[src/rtl/i2cps_pkg.sv]
package i2cps_pkg;
  typedef enum logic [3:0] {
    ST_IDLE, ST_ADDR, ST_RX, ST_ACK_SET, ST_ACK_HOLD,
    ST_TX, ST_TX_REL, ST_MACK, ST_TX_LOAD
  } st_t;

  typedef enum logic [1:0] {M_WR, M_RD, M_GC, M_ARA} mode_t;

  localparam logic [7:0] GC_ADDR_BYTE = 8'h00;
  localparam logic [7:0] GC_RELATCH   = 8'h04;
  localparam logic [7:0] GC_RESET     = 8'h06;
  localparam logic [7:0] ARA_BYTE     = 8'h19;
  localparam logic [4:0] HS_PREFIX    = 5'b00001;
endpackage

[src/rtl/i2cps_sync.sv]
module i2cps_sync (
  input  logic clk,
  input  logic rst_n,
  input  logic scl_i,
  input  logic sda_i,
  output logic scl_s,
  output logic sda_s,
  output logic scl_rise,
  output logic scl_fall,
  output logic start_det,
  output logic stop_det
);
  // bit 1 = SCL, bit 0 = SDA
  logic [1:0] meta_q, sync_q, prev_q;

  always_ff @(posedge clk or negedge rst_n) begin
    if (!rst_n) begin
      meta_q <= 2'b11;
      sync_q <= 2'b11;
      prev_q <= 2'b11;
    end else begin
      meta_q <= {scl_i, sda_i};
      sync_q <= meta_q;
      prev_q <= sync_q;
    end
  end

  assign scl_s     = sync_q[1];
  assign sda_s     = sync_q[0];
  assign scl_rise  = sync_q[1] & ~prev_q[1];
  assign scl_fall  = ~sync_q[1] & prev_q[1];
  assign start_det = sync_q[1] & prev_q[1] & prev_q[0] & ~sync_q[0];
  assign stop_det  = sync_q[1] & prev_q[1] & ~prev_q[0] & sync_q[0];
endmodule

[src/rtl/i2cps_tmo.sv]
module i2cps_tmo #(
  parameter int unsigned LIMIT = 4000
) (
  input  logic       clk,
  input  logic       rst_n,
  input  logic       armed,
  input  logic [1:0] lines,
  output logic       tmo
);
  localparam int CW = $clog2(LIMIT + 1);
  logic [1:0] hit;

  generate
    for (genvar g = 0; g < 2; g++) begin : g_lane
      logic [CW-1:0] cnt_q, cnt_d;
      always_comb begin
        cnt_d = cnt_q;
        if (!armed || lines[g])          cnt_d = '0;
        else if (cnt_q != CW'(LIMIT))    cnt_d = cnt_q + 1'b1;
      end
      always_ff @(posedge clk or negedge rst_n) begin
        if (!rst_n) cnt_q <= '0;
        else        cnt_q <= cnt_d;
      end
      assign hit[g] = armed && (cnt_q == CW'(LIMIT));
    end
  endgenerate

  assign tmo = |hit;
endmodule

[src/rtl/i2cps_core.sv]
module i2cps_core
  import i2cps_pkg::*;
#(
  parameter logic [3:0] ADDR_PREFIX = 4'b1001
) (
  input  logic        clk,
  input  logic        rst_n,
  input  logic        sda_s,
  input  logic        scl_rise,
  input  logic        scl_fall,
  input  logic        start_det,
  input  logic        stop_det,
  input  logic        tmo,
  input  logic [2:0]  strap,
  input  logic [15:0] reg_rdata,
  input  logic        alert_active,
  input  logic        alert_high,
  output logic        sda_oe,
  output logic        busy,
  output logic        hs_mode,
  output logic [1:0]  reg_addr,
  output logic        reg_wr,
  output logic        reg_wr_msb,
  output logic [7:0]  reg_wdata,
  output logic        alert_clr,
  output logic        gc_reset
);
  st_t        state_q, state_d;
  mode_t      mode_q, mode_d;
  logic [2:0] bitcnt_q, bitcnt_d, dev_lo_q, dev_lo_d;
  logic [7:0] sh_q, sh_d, wdata_q, wdata_d;
  logic [1:0] ptr_q, ptr_d;
  logic       oe_q, oe_d, busy_q, busy_d, hs_q, hs_d;
  logic       first_q, first_d, msb_q, msb_d, won_q, won_d;
  logic       wr_q, wr_d, wmsb_q, wmsb_d, clr_q, clr_d, gcr_q, gcr_d;
  logic [7:0] rx_byte, load_byte;

  assign rx_byte   = {sh_q[6:0], sda_s};
  assign load_byte = (mode_q == M_ARA) ? {ADDR_PREFIX, dev_lo_q, alert_high}
                   : (msb_q ? reg_rdata[15:8] : reg_rdata[7:0]);

  always_comb begin
    state_d = state_q;  mode_d = mode_q;   bitcnt_d = bitcnt_q;
    dev_lo_d = dev_lo_q; sh_d = sh_q;      wdata_d = wdata_q;
    ptr_d = ptr_q;      oe_d = oe_q;       busy_d = busy_q;
    hs_d = hs_q;        first_d = first_q; msb_d = msb_q;
    won_d = won_q;      wmsb_d = wmsb_q;
    wr_d = 1'b0;        clr_d = 1'b0;      gcr_d = 1'b0;
    if (start_det) begin
      state_d = ST_ADDR; bitcnt_d = '0; dev_lo_d = strap; oe_d = 1'b0;
      busy_d = 1'b1; clr_d = won_q; won_d = 1'b0;
    end else if (stop_det) begin
      state_d = ST_IDLE; oe_d = 1'b0; busy_d = 1'b0; hs_d = 1'b0;
      clr_d = won_q; won_d = 1'b0;
    end else if (tmo) begin
      state_d = ST_IDLE; oe_d = 1'b0; busy_d = 1'b0;
    end else begin
      unique case (state_q)
        ST_ADDR: if (scl_rise) begin
          sh_d = rx_byte; bitcnt_d = bitcnt_q + 1'b1;
          if (bitcnt_q == 3'd7) begin
            first_d = 1'b1; msb_d = 1'b1; state_d = ST_IDLE;
            if (rx_byte[7:1] == {ADDR_PREFIX, dev_lo_q}) begin
              mode_d = rx_byte[0] ? M_RD : M_WR; state_d = ST_ACK_SET;
            end else if (rx_byte == GC_ADDR_BYTE) begin
              mode_d = M_GC; state_d = ST_ACK_SET;
            end else if (rx_byte == ARA_BYTE && alert_active) begin
              mode_d = M_ARA; state_d = ST_ACK_SET;
            end else if (rx_byte[7:3] == HS_PREFIX) begin
              hs_d = 1'b1;
            end
          end
        end
        ST_RX: if (scl_rise) begin
          sh_d = rx_byte; bitcnt_d = bitcnt_q + 1'b1;
          if (bitcnt_q == 3'd7) begin
            state_d = ST_ACK_SET;
            if (mode_q == M_GC) begin
              if (rx_byte == GC_RELATCH) dev_lo_d = strap;
              if (rx_byte == GC_RESET) begin
                dev_lo_d = strap; gcr_d = 1'b1; ptr_d = '0;
              end
            end else if (first_q) begin
              ptr_d = rx_byte[1:0]; first_d = 1'b0;
            end else if (ptr_q != 2'd0) begin
              wr_d = 1'b1; wmsb_d = msb_q; wdata_d = rx_byte; msb_d = ~msb_q;
            end
          end
        end
        ST_ACK_SET: if (scl_fall) begin
          oe_d = 1'b1; state_d = ST_ACK_HOLD;
        end
        ST_ACK_HOLD: if (scl_fall) begin
          bitcnt_d = '0;
          if (mode_q == M_RD || mode_q == M_ARA) begin
            sh_d = load_byte; oe_d = ~load_byte[7]; msb_d = ~msb_q; state_d = ST_TX;
          end else begin
            oe_d = 1'b0; state_d = ST_RX;
          end
        end
        ST_TX: begin
          if (scl_rise) begin
            bitcnt_d = bitcnt_q + 1'b1;
            if (mode_q == M_ARA && !oe_q && !sda_s) begin
              state_d = ST_IDLE;
            end else if (bitcnt_q == 3'd7) begin
              state_d = ST_TX_REL;
              if (mode_q == M_ARA) won_d = 1'b1;
            end
          end
          if (scl_fall) begin
            sh_d = {sh_q[6:0], 1'b0}; oe_d = ~sh_q[6];
          end
        end
        ST_TX_REL: if (scl_fall) begin
          oe_d = 1'b0; state_d = ST_MACK;
        end
        ST_MACK: if (scl_rise) begin
          state_d = (sda_s || mode_q == M_ARA) ? ST_IDLE : ST_TX_LOAD;
        end
        ST_TX_LOAD: if (scl_fall) begin
          sh_d = load_byte; oe_d = ~load_byte[7]; msb_d = ~msb_q;
          bitcnt_d = '0; state_d = ST_TX;
        end
        default: ;
      endcase
    end
  end

  always_ff @(posedge clk or negedge rst_n) begin
    if (!rst_n) begin
      state_q <= ST_IDLE; mode_q <= M_WR; bitcnt_q <= '0; dev_lo_q <= '0;
      sh_q <= '0; wdata_q <= '0; ptr_q <= '0; oe_q <= 1'b0; busy_q <= 1'b0;
      hs_q <= 1'b0; first_q <= 1'b0; msb_q <= 1'b1; won_q <= 1'b0;
      wr_q <= 1'b0; wmsb_q <= 1'b0; clr_q <= 1'b0; gcr_q <= 1'b0;
    end else begin
      state_q <= state_d; mode_q <= mode_d; bitcnt_q <= bitcnt_d; dev_lo_q <= dev_lo_d;
      sh_q <= sh_d; wdata_q <= wdata_d; ptr_q <= ptr_d; oe_q <= oe_d; busy_q <= busy_d;
      hs_q <= hs_d; first_q <= first_d; msb_q <= msb_d; won_q <= won_d;
      wr_q <= wr_d; wmsb_q <= wmsb_d; clr_q <= clr_d; gcr_q <= gcr_d;
    end
  end

  assign sda_oe     = oe_q;
  assign busy       = busy_q;
  assign hs_mode    = hs_q;
  assign reg_addr   = ptr_q;
  assign reg_wr     = wr_q;
  assign reg_wr_msb = wmsb_q;
  assign reg_wdata  = wdata_q;
  assign alert_clr  = clr_q;
  assign gc_reset   = gcr_q;
endmodule

[src/rtl/ptr_reg_i2c_slave.sv]
module ptr_reg_i2c_slave #(
  parameter int unsigned TIMEOUT_CYC = 4000,
  parameter logic [3:0]  ADDR_PREFIX = 4'b1001
) (
  input  logic        clk,
  input  logic        rst_n,
  input  logic        scl_i,
  input  logic        sda_i,
  output logic        sda_oe,
  input  logic [2:0]  strap,
  output logic [1:0]  reg_addr,
  input  logic [15:0] reg_rdata,
  output logic        reg_wr,
  output logic        reg_wr_msb,
  output logic [7:0]  reg_wdata,
  input  logic        alert_active,
  input  logic        alert_high,
  output logic        alert_clr,
  output logic        gc_reset,
  output logic        hs_mode
);
  logic scl_s, sda_s, scl_rise, scl_fall, start_det, stop_det, tmo, busy;

  i2cps_sync u_sync (
    .clk(clk), .rst_n(rst_n), .scl_i(scl_i), .sda_i(sda_i),
    .scl_s(scl_s), .sda_s(sda_s), .scl_rise(scl_rise), .scl_fall(scl_fall),
    .start_det(start_det), .stop_det(stop_det)
  );

  i2cps_tmo #(.LIMIT(TIMEOUT_CYC)) u_tmo (
    .clk(clk), .rst_n(rst_n), .armed(busy), .lines({scl_s, sda_s}), .tmo(tmo)
  );

  i2cps_core #(.ADDR_PREFIX(ADDR_PREFIX)) u_core (
    .clk(clk), .rst_n(rst_n), .sda_s(sda_s), .scl_rise(scl_rise), .scl_fall(scl_fall),
    .start_det(start_det), .stop_det(stop_det), .tmo(tmo), .strap(strap),
    .reg_rdata(reg_rdata), .alert_active(alert_active), .alert_high(alert_high),
    .sda_oe(sda_oe), .busy(busy), .hs_mode(hs_mode), .reg_addr(reg_addr),
    .reg_wr(reg_wr), .reg_wr_msb(reg_wr_msb), .reg_wdata(reg_wdata),
    .alert_clr(alert_clr), .gc_reset(gc_reset)
  );
endmodule

[config.mk]
export PLATFORM = sky130hd
export DESIGN_NAME = ptr_reg_i2c_slave
export DESIGN_NICKNAME = d
export VERILOG_FILES = /design/src/rtl/i2cps_pkg.sv /design/src/rtl/i2cps_sync.sv /design/src/rtl/i2cps_tmo.sv /design/src/rtl/i2cps_core.sv /design/src/rtl/ptr_reg_i2c_slave.sv
export SDC_FILE = /design/constraint.sdc
export NUM_CORES = 1
export LEC_CHECK = 0
export CAP_MARGIN = 20
export CELL_PAD_IN_SITES_DETAIL_PLACEMENT = 1
export CELL_PAD_IN_SITES_GLOBAL_PLACEMENT = 1
export CORE_MARGIN = 2
export CORE_UTILIZATION = 47
export DETAILED_ROUTE_END_ITERATION = 10
export MAX_ROUTING_LAYER = met4
export PLACE_DENSITY = 0.84
export SLEW_MARGIN = 20
export SYNTH_ARGS = -nofsm -noshare
export SYNTH_HDL_FRONTEND = slang
export SYNTH_SLANG_ARGS = --single-unit
[constraint.sdc]
create_clock -name clk -period 7.3 [get_ports clk]
set_input_delay 0.73 -clock clk [delete_from_list [all_inputs] [get_ports clk]]
set_output_delay 0.73 -clock clk [all_outputs]
set_load 0.05 [all_outputs]
# --- Word-level counts from Yosys, hierarchy flattened ---
# Cells that the tools add are included.
totals:
  reg_bits: 69
  in_bits: 25
  out_inout_bits: 16
  elab_cells: 273
op_classes:
  add_sub_neg: 3
  eq_ne: 56
  muxes: 119
  n_bitwise: 19
  n_reduce_logical: 54
op_table:
  columns: ["op", "count"]
  rows:
  - ["2-to-1 mux 4 bit", 18]
  - ["2-to-1 mux 1 bit", 62]
  - ["2-to-1 mux 12 bit", 4]
  - ["2-to-1 mux 3 bit", 15]
  - ["!= test 5 bit, second input constant", 9]
  - ["AND reduction 9 bit", 4]
  - ["2-to-1 mux 7 bit", 5]
  - ["case mux 4 bit (8 select lines)", 1]
  - ["!= test 2 bit, second input constant", 14]
  - ["case mux 7 bit (4 select lines)", 1]
  - ["nonzero test 2 bit", 13]
  - ["adder 12 x 1 -> 12 bit, second input constant", 2]
  - ["== test 12 bit, second input constant", 2]
  - ["!= test 12 bit, second input constant", 2]
  - ["nonzero test 3 bit", 8]
  - ["== test 4 x 3 -> 1 bit, second input constant", 4]
  - ["== test 8 x 3 -> 1 bit, second input constant", 2]
  - ["2-to-1 mux 8 bit", 2]
  - ["2-to-1 mux 2 bit", 7]
  - ["AND reduction 14 bit", 1]
  - ["AND reduction 7 bit", 2]
  - ["NOT 1 bit", 12]
  - ["AND reduction 12 bit", 1]
  - ["AND reduction 6 bit", 2]
  - ["31 further kinds", 58]

# --- Depth between registers and ports, before layout ---
# Gate-level depths: netlist of run 1.
logic_depth:
  ltp_word: 11
  ltp_mapped: 9
  depth_no_buf: 8

# --- Modules after synthesis ---
# A second synthesis of run 1 with hierarchy kept.
unflattened:
  hier_cells: 409
  area_unflattened_um2: 4006.3
modules_own_cells:
  columns: ["mod", "n_inst", "cells_per_inst", "area_per_inst_um2", "seq_area_each_um2"]
  rows:
  - ["i2cps_core", 1, 256, 2457.4, 977.2]
  - ["i2cps_tmo", 1, 143, 1358.8, 600.6]
  - ["i2cps_sync", 1, 10, 190.2, 157.7]

# --- Least setup slack after synthesis of run 1 ---
# OpenSTA, ideal clock, no wires.
synth_timing:
  path_type: "register -> register"
  startpoint: "reg u_tmo.g_lane[1].cnt_q[0]"
  endpoint: "reg u_core.wdata_q[0], in the netlist u_core.reg_wdata[0]"
  arrival_ns: 2.214
  required_ns: 7.175
  setup_slack_ns: 4.961
  path_stages_with_launch: 10
  path_cell_list: "dfrtp_1 -> inv_1 -> ha_1 -> and4_1 -> and3_4 -> o21ai_4 -> nand2_4 -> or4_1 -> buf_6 -> mux2_4"
synth_between:
  elab_chain_cells: 5
synth_rtl:
  columns: ["item", "line_no", "rtl"]
  rows:
  - ["from (decl)", "i2cps_tmo.sv:15", "logic [CW-1:0] cnt_q, cnt_d;"]
  - ["from (signal assigned)", "i2cps_tmo.sv:23", "else cnt_q <= cnt_d;"]
  - ["== test 12 bit", "i2cps_tmo.sv:25", "assign hit[g] = armed && (cnt_q == CW'(LIMIT));"]
  - ["logical AND 1 bit", "i2cps_tmo.sv:25", null]
  - ["OR reduction 2 bit", "i2cps_tmo.sv:29", "assign tmo = |hit;"]
  - ["NOT 1 bit (no source line)", null, null]
  - ["AND reduction 9 bit (no source line)", null, null]
  - ["to (signal assigned)", "i2cps_core.sv:133", "sh_q <= '0; wdata_q <= '0; ptr_q <= '0; oe_q <= 1'b0; busy_q <= 1'b0;"]
  - ["to (signal assigned)", "i2cps_core.sv:138", "sh_q <= sh_d; wdata_q <= wdata_d; ptr_q <= ptr_d; oe_q <= oe_d; busy_q <= busy_d;"]
  - ["to (decl)", "i2cps_core.sv:31", "logic [7:0] sh_q, sh_d, wdata_q, wdata_d;"]
# Every way passes these cells.
# A chain may end at the register's enable or synchronous reset.

# --- Final worst setup path of run 1 ---
layout_timing:
  startpoint: "reg u_tmo.g_lane[1].cnt_q[0]"
  endpoint: "reg u_core.wdata_q[1], in the netlist u_core.reg_wdata[1]"
# The elaborated chain is that of the path after synthesis.

==> qor.csv, run 1 <==
stage,metric,value,unit
synthesis,adder-cell share of the synthesized area,1.97,%
sta,maximum clock rate,0.364,GHz
sta,unrepaired setup endpoints after global routing,false,
synthesis,cell count after synthesis,392,
global_route,pin count of the biggest net entering global routing,70,
setup_path,FF-to-FF End,u_core.reg_wdata[1],
layout,Fill cells,891,
sta,Tmin final,2740,ps
synthesis,Synthesized Nets,423,
layout,multi-input logic area,0.00196,mm^2
route,Routed WL per cell,18.5,um
hold_path,Hold Path Class,reg2reg,
floorplanning,io pins,41,
synthesis,Ys Warns,0,
global_route,global route total overflow,0,
sta,Worst-Margin Slew,866,ps
synthesis,Synth Area in Simple Gates,21.8,%
setup_path,FF-to-FF path depth,8,
global_route,initial antenna violation count,0,
synthesis,Synth top cells by count,"dfrtp_1, nor2_1, nand2_1",
synthesis,multiplexer share of the synthesized area,11.2,%
floorplanning,Core Footprint,0.00781,mm^2
setup_path,Critical Path RT,7520,ps
synthesis,top-area cell type share of the netlist area,40.6,%
pwr,peak supply drop,0.237,mV
layout,sequential standard cell area,0.00174,mm^2
setup_path,CP Capture Type,flop,
sta,final setup violation count,0,
synthesis,Compound-Gate Fraction of Synth Area,10.7,%
route,Initial DRT Pass Iterations,4,
synthesis,post-synthesis sequential area ratio,45.4,%
layout,area delta synth->final,17.4,%
synthesis,Synth Register Bits,69,
cts,Inserted Clock Buffers,9,
setup_path,crit start category,flop,
sta,Final period util,37.6,%
floorplanning,Initial Util,48.9,%
route,Post-Route WL,9870,um
synthesis,Main synth FF type,dfrtp_1,
cts,post-cts hold buffer count,0,
sta,Max Clock Skew,6.94,ps
cts,Post-CTS Resized,0,
sta,final setup TNS,0,ps
synthesis,largest family of logic cells by synthesized area,simple AND/OR/NAND/NOR gates,
sta,hold_ws,358,ps
cts,"CTS clk-pin slew, worst paths",70,ps
synthesis,share of flip-flops with an asynchronous set or reset,100,%
status,status,completed,
hold_path,hold path start,u_sync.meta_q[1],
sta,relative slew slack,42.3,%
hold_path,hold depth,0,
layout,ANT cells,0,
cts,CTS tree,built,
sta,Pins Over Slew Limit,0,
synthesis,Area contributors post-synth,"dfrtp_1, mux2i_1, dfstp_2",
setup_path,Crit Path Class,reg2reg,
cts,Root Driver,clkbuf_8,
cts,Post-CTS Setup Repair Bufs,0,
route,drt first-iter violations,134,
synthesis,XOR/XNOR Fraction of Synth Area,5.73,%
setup_path,critical path peak fanout,9,
route,DRC violation count after routing,0,
global_route,first-pass GRT wire length,16300,um
setup_path,crit path DAT,2970,ps
place,IO buf count,40,
pwr,Power Density,273,mW/mm^2
place,Final Wtd Congestion,0.929,
floorplanning,std cell rows,32,
setup_path,Reg2Reg Setup Slack,4560,ps
synthesis,"Avg Cell Area, Syn",9.74,um^2
route,via density per instance,5.76,
sta,hold violation count in the final report,0,
layout,nets@finish,458,
global_route,total track usage,24.7,%
synthesis,count of cell types in the netlist,61,
cts,Clock Sinks,69,
place,Detailed Place HPWL,7210,um
cts,H-tree Lvls,3,
run,MaxCap Viol Count,0,
layout,share of cells above drive strength 1,11.1,%
setup_path,worst r2r src,u_tmo.g_lane[1].cnt_q[0],
route,vias after detailed routing,3078,
pwr,total chip power,1.23,mW
synthesis,Syn Std Cell Area,0.00382,mm^2
global_route,vias in the first global route,3217,
synthesis,Synth area leader,dfrtp_1,
floorplanning,die height,94.1,um
floorplanning,die area,0.00886,mm^2
pwr,Leakage,1.97,nW
cts,"Clk Latency, worst-skew pair",340,ps
layout,"Core Util, Final",57.4,%
cts,CTS max path bufs,2,
hold_path,hold endpoint,u_sync.sync_q[1],
floorplanning,Die Span X,94.1,um
route,Post-DRT Antenna Nets,0,
synthesis,number of synthesized flops with an enable pin,0,
synthesis,most frequent cell after synthesis,dfrtp_1,
==> cell usage in the layout (no fill, tap or decap), types with 11 or more instances in the layout <==
cell type	netlist	routed
a21oi_1	19	19
clkbuf_8	0	11
clkdlybuf4s50_1	0	39
dfrtp_1	62	62
inv_1	12	12
mux2i_1	19	19
nand2_1	38	38
nand2b_1	14	14
nand3_1	17	17
nor2_1	40	40
nor3_1	11	11
o21ai_0	14	14
xor2_1	17	17
==> metal layers <==
| layer | vias up | part of all wire [%] | track usage [%] | wire (um) |
|---|---|---|---|---|
| li1 | 1449 | - | - | - |
| met1 | 1552 | 47 | 32.5 | 4670 |
| met2 | 62 | 48 | 39.2 | 4770 |
| met3 | 15 | 2.7 | 4.49 | 266 |
| met4 | 0 | 1.7 | 7.61 | 167 |
| met5 | - | 0 | - | 0 |
==> worst max-delay path by stage <==
stage | to | from | depth (start not counted) | slack (ps)
global route | u_core.dev_lo_q[2] | u_tmo.g_lane[0].cnt_q[0] | 8 | 4410
CTS | u_core.reg_wdata[1] | u_tmo.g_lane[1].cnt_q[0] | 8 | 4550
global placement | u_core.reg_wdata[7] | u_tmo.g_lane[1].cnt_q[0] | 8 | 4720
floorplan | u_core.reg_wdata[0] | u_tmo.g_lane[1].cnt_q[0] | 9 | 4960
detailed placement | u_core.reg_wdata[1] | u_tmo.g_lane[1].cnt_q[0] | 8 | 4570
finish | u_core.reg_wdata[1] | u_tmo.g_lane[1].cnt_q[0] | 8 | 4560
==> critical path: stages (launching register included) <==
cell	delay, ps
dfrtp_1	390
inv_1	100
ha_1	200
and4_1	160
and3_4	200
o21ai_4	230
nand2_4	120
or4_1	820
mux2_4	400
==> state kept, by name (all words and copies together), names as in the netlist <==
name / count
u_core.gc_reset: 1
u_core.busy: 1
u_core.reg_addr: 2
u_core.reg_wr_msb: 1
u_core.alert_clr: 1
u_core.bitcnt_q: 3
u_core.hs_mode: 1
u_core.sh_q: 7
u_sync.prev_q: 2
u_core.mode_q: 2
u_tmo.g_lane.cnt_q: 24
u_core.first_q: 1
u_sync.meta_q: 2
u_core.reg_wdata: 8
u_core.won_q: 1
u_sync.sync_q: 2
u_core.msb_q: 1
u_core.dev_lo_q: 3
u_core.state_q: 4
u_core.reg_wr: 1
u_core.sda_oe: 1
==> cells by family (layout without fill, tap and decap cells) <==
group                    after synthesis  after routing
XOR/XNOR                              25             25
buffers and inverters                 30             70
adder cells (fa/ha/maj)                6              6
multiplexers                          37             37
AND/OR/NAND/NOR                      162            162
AO/OA/AOI/OAI                         63             63
flip-flops                            69             69
==> final cells by class <==
type                    count  area share (%)
well taps                 102            2.85
clock inverters             3           0.977
flip-flops and latches     69            38.7
repair buffers             42            9.15
multi-input cells         293            43.8
inverters                  12            1.00
clock buffers              13            3.54
==> where the power goes <==
group          internal (mW)  switching, mW  leakage [nW]  total [mW]
logic                  0.169          0.199         0.962       0.369
registers              0.433          0.104         0.903       0.537
clock network          0.177          0.143         0.104       0.320
total                  0.779          0.447          1.97        1.23
==> through the flow <==
step / setup WS, ps / area (um^2) / cells
after floorplan: 4960 / 3820 / 392
after global placement: 4720 / 4280 / 518
after detailed placement: 4570 / 4280 / 518
after CTS: 4550 / 4480 / 534
after global routing: 4410 / 4480 / 534
final: 4560 / 4480 / 534
(Power assumes the default switching activity.)
==> inputs of run 2 (changes only) <==
- CORE_UTILIZATION: 47 -> 44
- PLACE_DENSITY: 0.84 -> 0.8
- clock period: 7.3 -> 2.9 ns (I/O delays scaled with it)
==> run 2 against run 1 <==
  * Final cell count rose by 2.1%
  * First-iteration DRC count fell by 4.5%
  * Highest routed layer unchanged
  * Fmax rose by 1.8%
  * Clock skew rose by 6.6 ps
  * Largest cell class unchanged
  * Critical path depth did not move
  * Via count rose by 0.45%
==> qor.csv, run 2 (same netlist as run 1, synthesis figures left out) <==
stage,metric,value,unit
status,status,completed,
place,Detailed Place HPWL,7100,um
pwr,Pint,1.97,mW
sta,Tmin final,2700,ps
route,via density per instance,5.67,
setup_path,FF-to-FF End,u_core.reg_wdata[2],
floorplanning,Core Footprint,0.00830,mm^2
global_route,initial antenna violation count,0,
layout,nets@finish,466,
sta,Final period util,93.0,%
sta,hold_ws,116,ps
sta,Worst-Margin Slew,870,ps
sta,unrepaired setup endpoints after global routing,false,
global_route,first-pass GRT wire length,16600,um
setup_path,Crit Path Class,reg2reg,
route,DRC violation count after routing,0,
cts,"Clk Latency, worst-skew pair",360,ps
cts,CTS max path bufs,2,
layout,most frequent cells in the layout,"dfrtp_1, nor2_1, clkdlybuf4s50_1, nand2_1",
sta,maximum clock rate,0.371,GHz
sta,Pins Over Slew Limit,0,
pwr,Power Density,686,mW/mm^2
setup_path,crit start category,flop,
global_route,global route total overflow,0,
pwr,Leakage,2.01,nW
sta,hold violation count in the final report,0,
cts,"CTS clk-pin slew, worst paths",80,ps
layout,"most common cell after layout, fill and taps aside",dfrtp_1,
route,Initial DRT Pass Iterations,4,
pwr,clock group share of total power,26.1,%
sta,Max Clock Skew,13.5,ps
layout,"Core Util, Final",54.8,%
setup_path,Reg2Reg Setup Slack,200,ps
setup_path,critical path peak fanout,9,
global_route,total track usage,22.3,%
cts,CTS tree,built,
cts,Root Driver,clkbuf_8,
run,MaxCap Viol Count,0,
route,Post-DRT Antenna Nets,0,
cts,Clock Sinks,69,
setup_path,FF-to-FF path depth,8,
layout,area delta synth->final,19.0,%
setup_path,worst r2r src,u_tmo.g_lane[1].cnt_q[0],
layout,ANT cells,0,
cts,Post-CTS Resized,0,
hold_path,Hold Path Class,in2async,
place,IO buf count,40,
setup_path,CP Capture Type,flop,
pwr,switch share,36.9,%
floorplanning,Die Span X,97.2,um
pwr,Sequential Power Share,40.9,%
setup_path,Critical Path RT,3140,ps
pwr,NetSw,1.15,mW
global_route,vias in the first global route,3211,
layout,share of cells above drive strength 1,13.0,%
place,placed instance area,0.00434,mm^2
pwr,peak supply drop,0.343,mV
sta,relative slew slack,42.0,%
cts,Inserted Clock Buffers,9,
cts,H-tree Lvls,3,
route,vias after detailed routing,3092,
route,Routed WL per cell,18.1,um
floorplanning,die height,97.2,um
floorplanning,std cell rows,33,
setup_path,crit path DAT,2940,ps
layout,cell area after layout,0.00455,mm^2
cts,post-cts hold buffer count,0,
route,Post-Route WL,9840,um
route,drt first-iter violations,128,
floorplanning,die area,0.00944,mm^2
sta,final setup violation count,0,
layout,max reg flops,24,
place,Final Wtd Congestion,0.970,
global_route,pin count of the biggest net entering global routing,70,
layout,Top reg by flops,u_tmo.g_lane.cnt_q,
sta,final setup TNS,0,ps
floorplanning,io pins,41,
floorplanning,Initial Util,46.0,%
cts,Post-CTS Setup Repair Bufs,0,
pwr,Logic pwr share,33.0,%
run 2: changes by cell type in the layout (fill, tap and decap cells not counted), sizes merged:
cell | previous run | this run
buf | 3 | 11
clkbuf | 13 | 11
clkinvlp | 0 | 1
inv | 12 | 13
run 2: final cells by class:
type	instances	area, um^2
Fill cell	936	3750
Multi-Input combinational cell	293	1960
Sequential cell	69	1740
Timing Repair Buffer	50	470
Clock buffer	11	141
Tap cell	105	131
Clock inverter	5	60.1
Inverter	12	45.0
run 2: critical path, stage by stage (launching register included):
cell and delay [ps]:
dfrtp_1 380, inv_1 90, ha_1 190, and4_1 150, and3_4 190, o21ai_4 240
nand2_4 120, or4_1 820, mux2_4 400
run 2: power by group through the flow:
stage,Combinational [mW],Sequential [mW],Clock (mW)
CTS,1.03,1.27,0.833
finish,1.03,1.27,0.815
floorplan,0.777,1.21,0
detailed placement,1.01,1.29,0
global placement,0.989,1.28,0
global route,1.14,1.29,0.870
run 2: routing by layer:
metal  part of all wire (%)  vias to the layer above  GRT usage (%)  routed length, um
met1                     46                     1561           29.1               4560
met5                      0                        -              -                  0
li1                       -                     1463              -                  -
met2                     50                       54           36.2               4880
met4                    1.2                        0           6.39                116
met3                    2.9                       14           3.74                286
run 2: worst max path at each step:
stage / cells past startpoint / start / slack [ps] / end
5_1_grt: 8 / u_tmo.g_lane[1].cnt_q[0] / 80 / u_core.reg_wdata[2]
3_3_place_gp: 8 / u_tmo.g_lane[1].cnt_q[0] / 310 / u_core.reg_wdata[6]
3_5_place_dp: 8 / u_tmo.g_lane[1].cnt_q[0] / 210 / u_core.reg_wdata[2]
4_1_cts: 8 / u_tmo.g_lane[1].cnt_q[0] / 180 / u_core.reg_wdata[2]
2_1_floorplan: 9 / u_tmo.g_lane[1].cnt_q[0] / 560 / u_core.reg_wdata[0]
6_report: 8 / u_tmo.g_lane[1].cnt_q[0] / 200 / u_core.reg_wdata[2]
run 2: per-stage QoR:
stage / std cells / worst slack (ps) / power, mW
finish: 545 / 204 / 3.12
global route: 545 / 76.6 / 3.30
detailed placement: 529 / 208 / 2.30
global placement: 529 / 306 / 2.26
floorplan: 392 / 561 / 1.98
CTS: 545 / 179 / 3.13
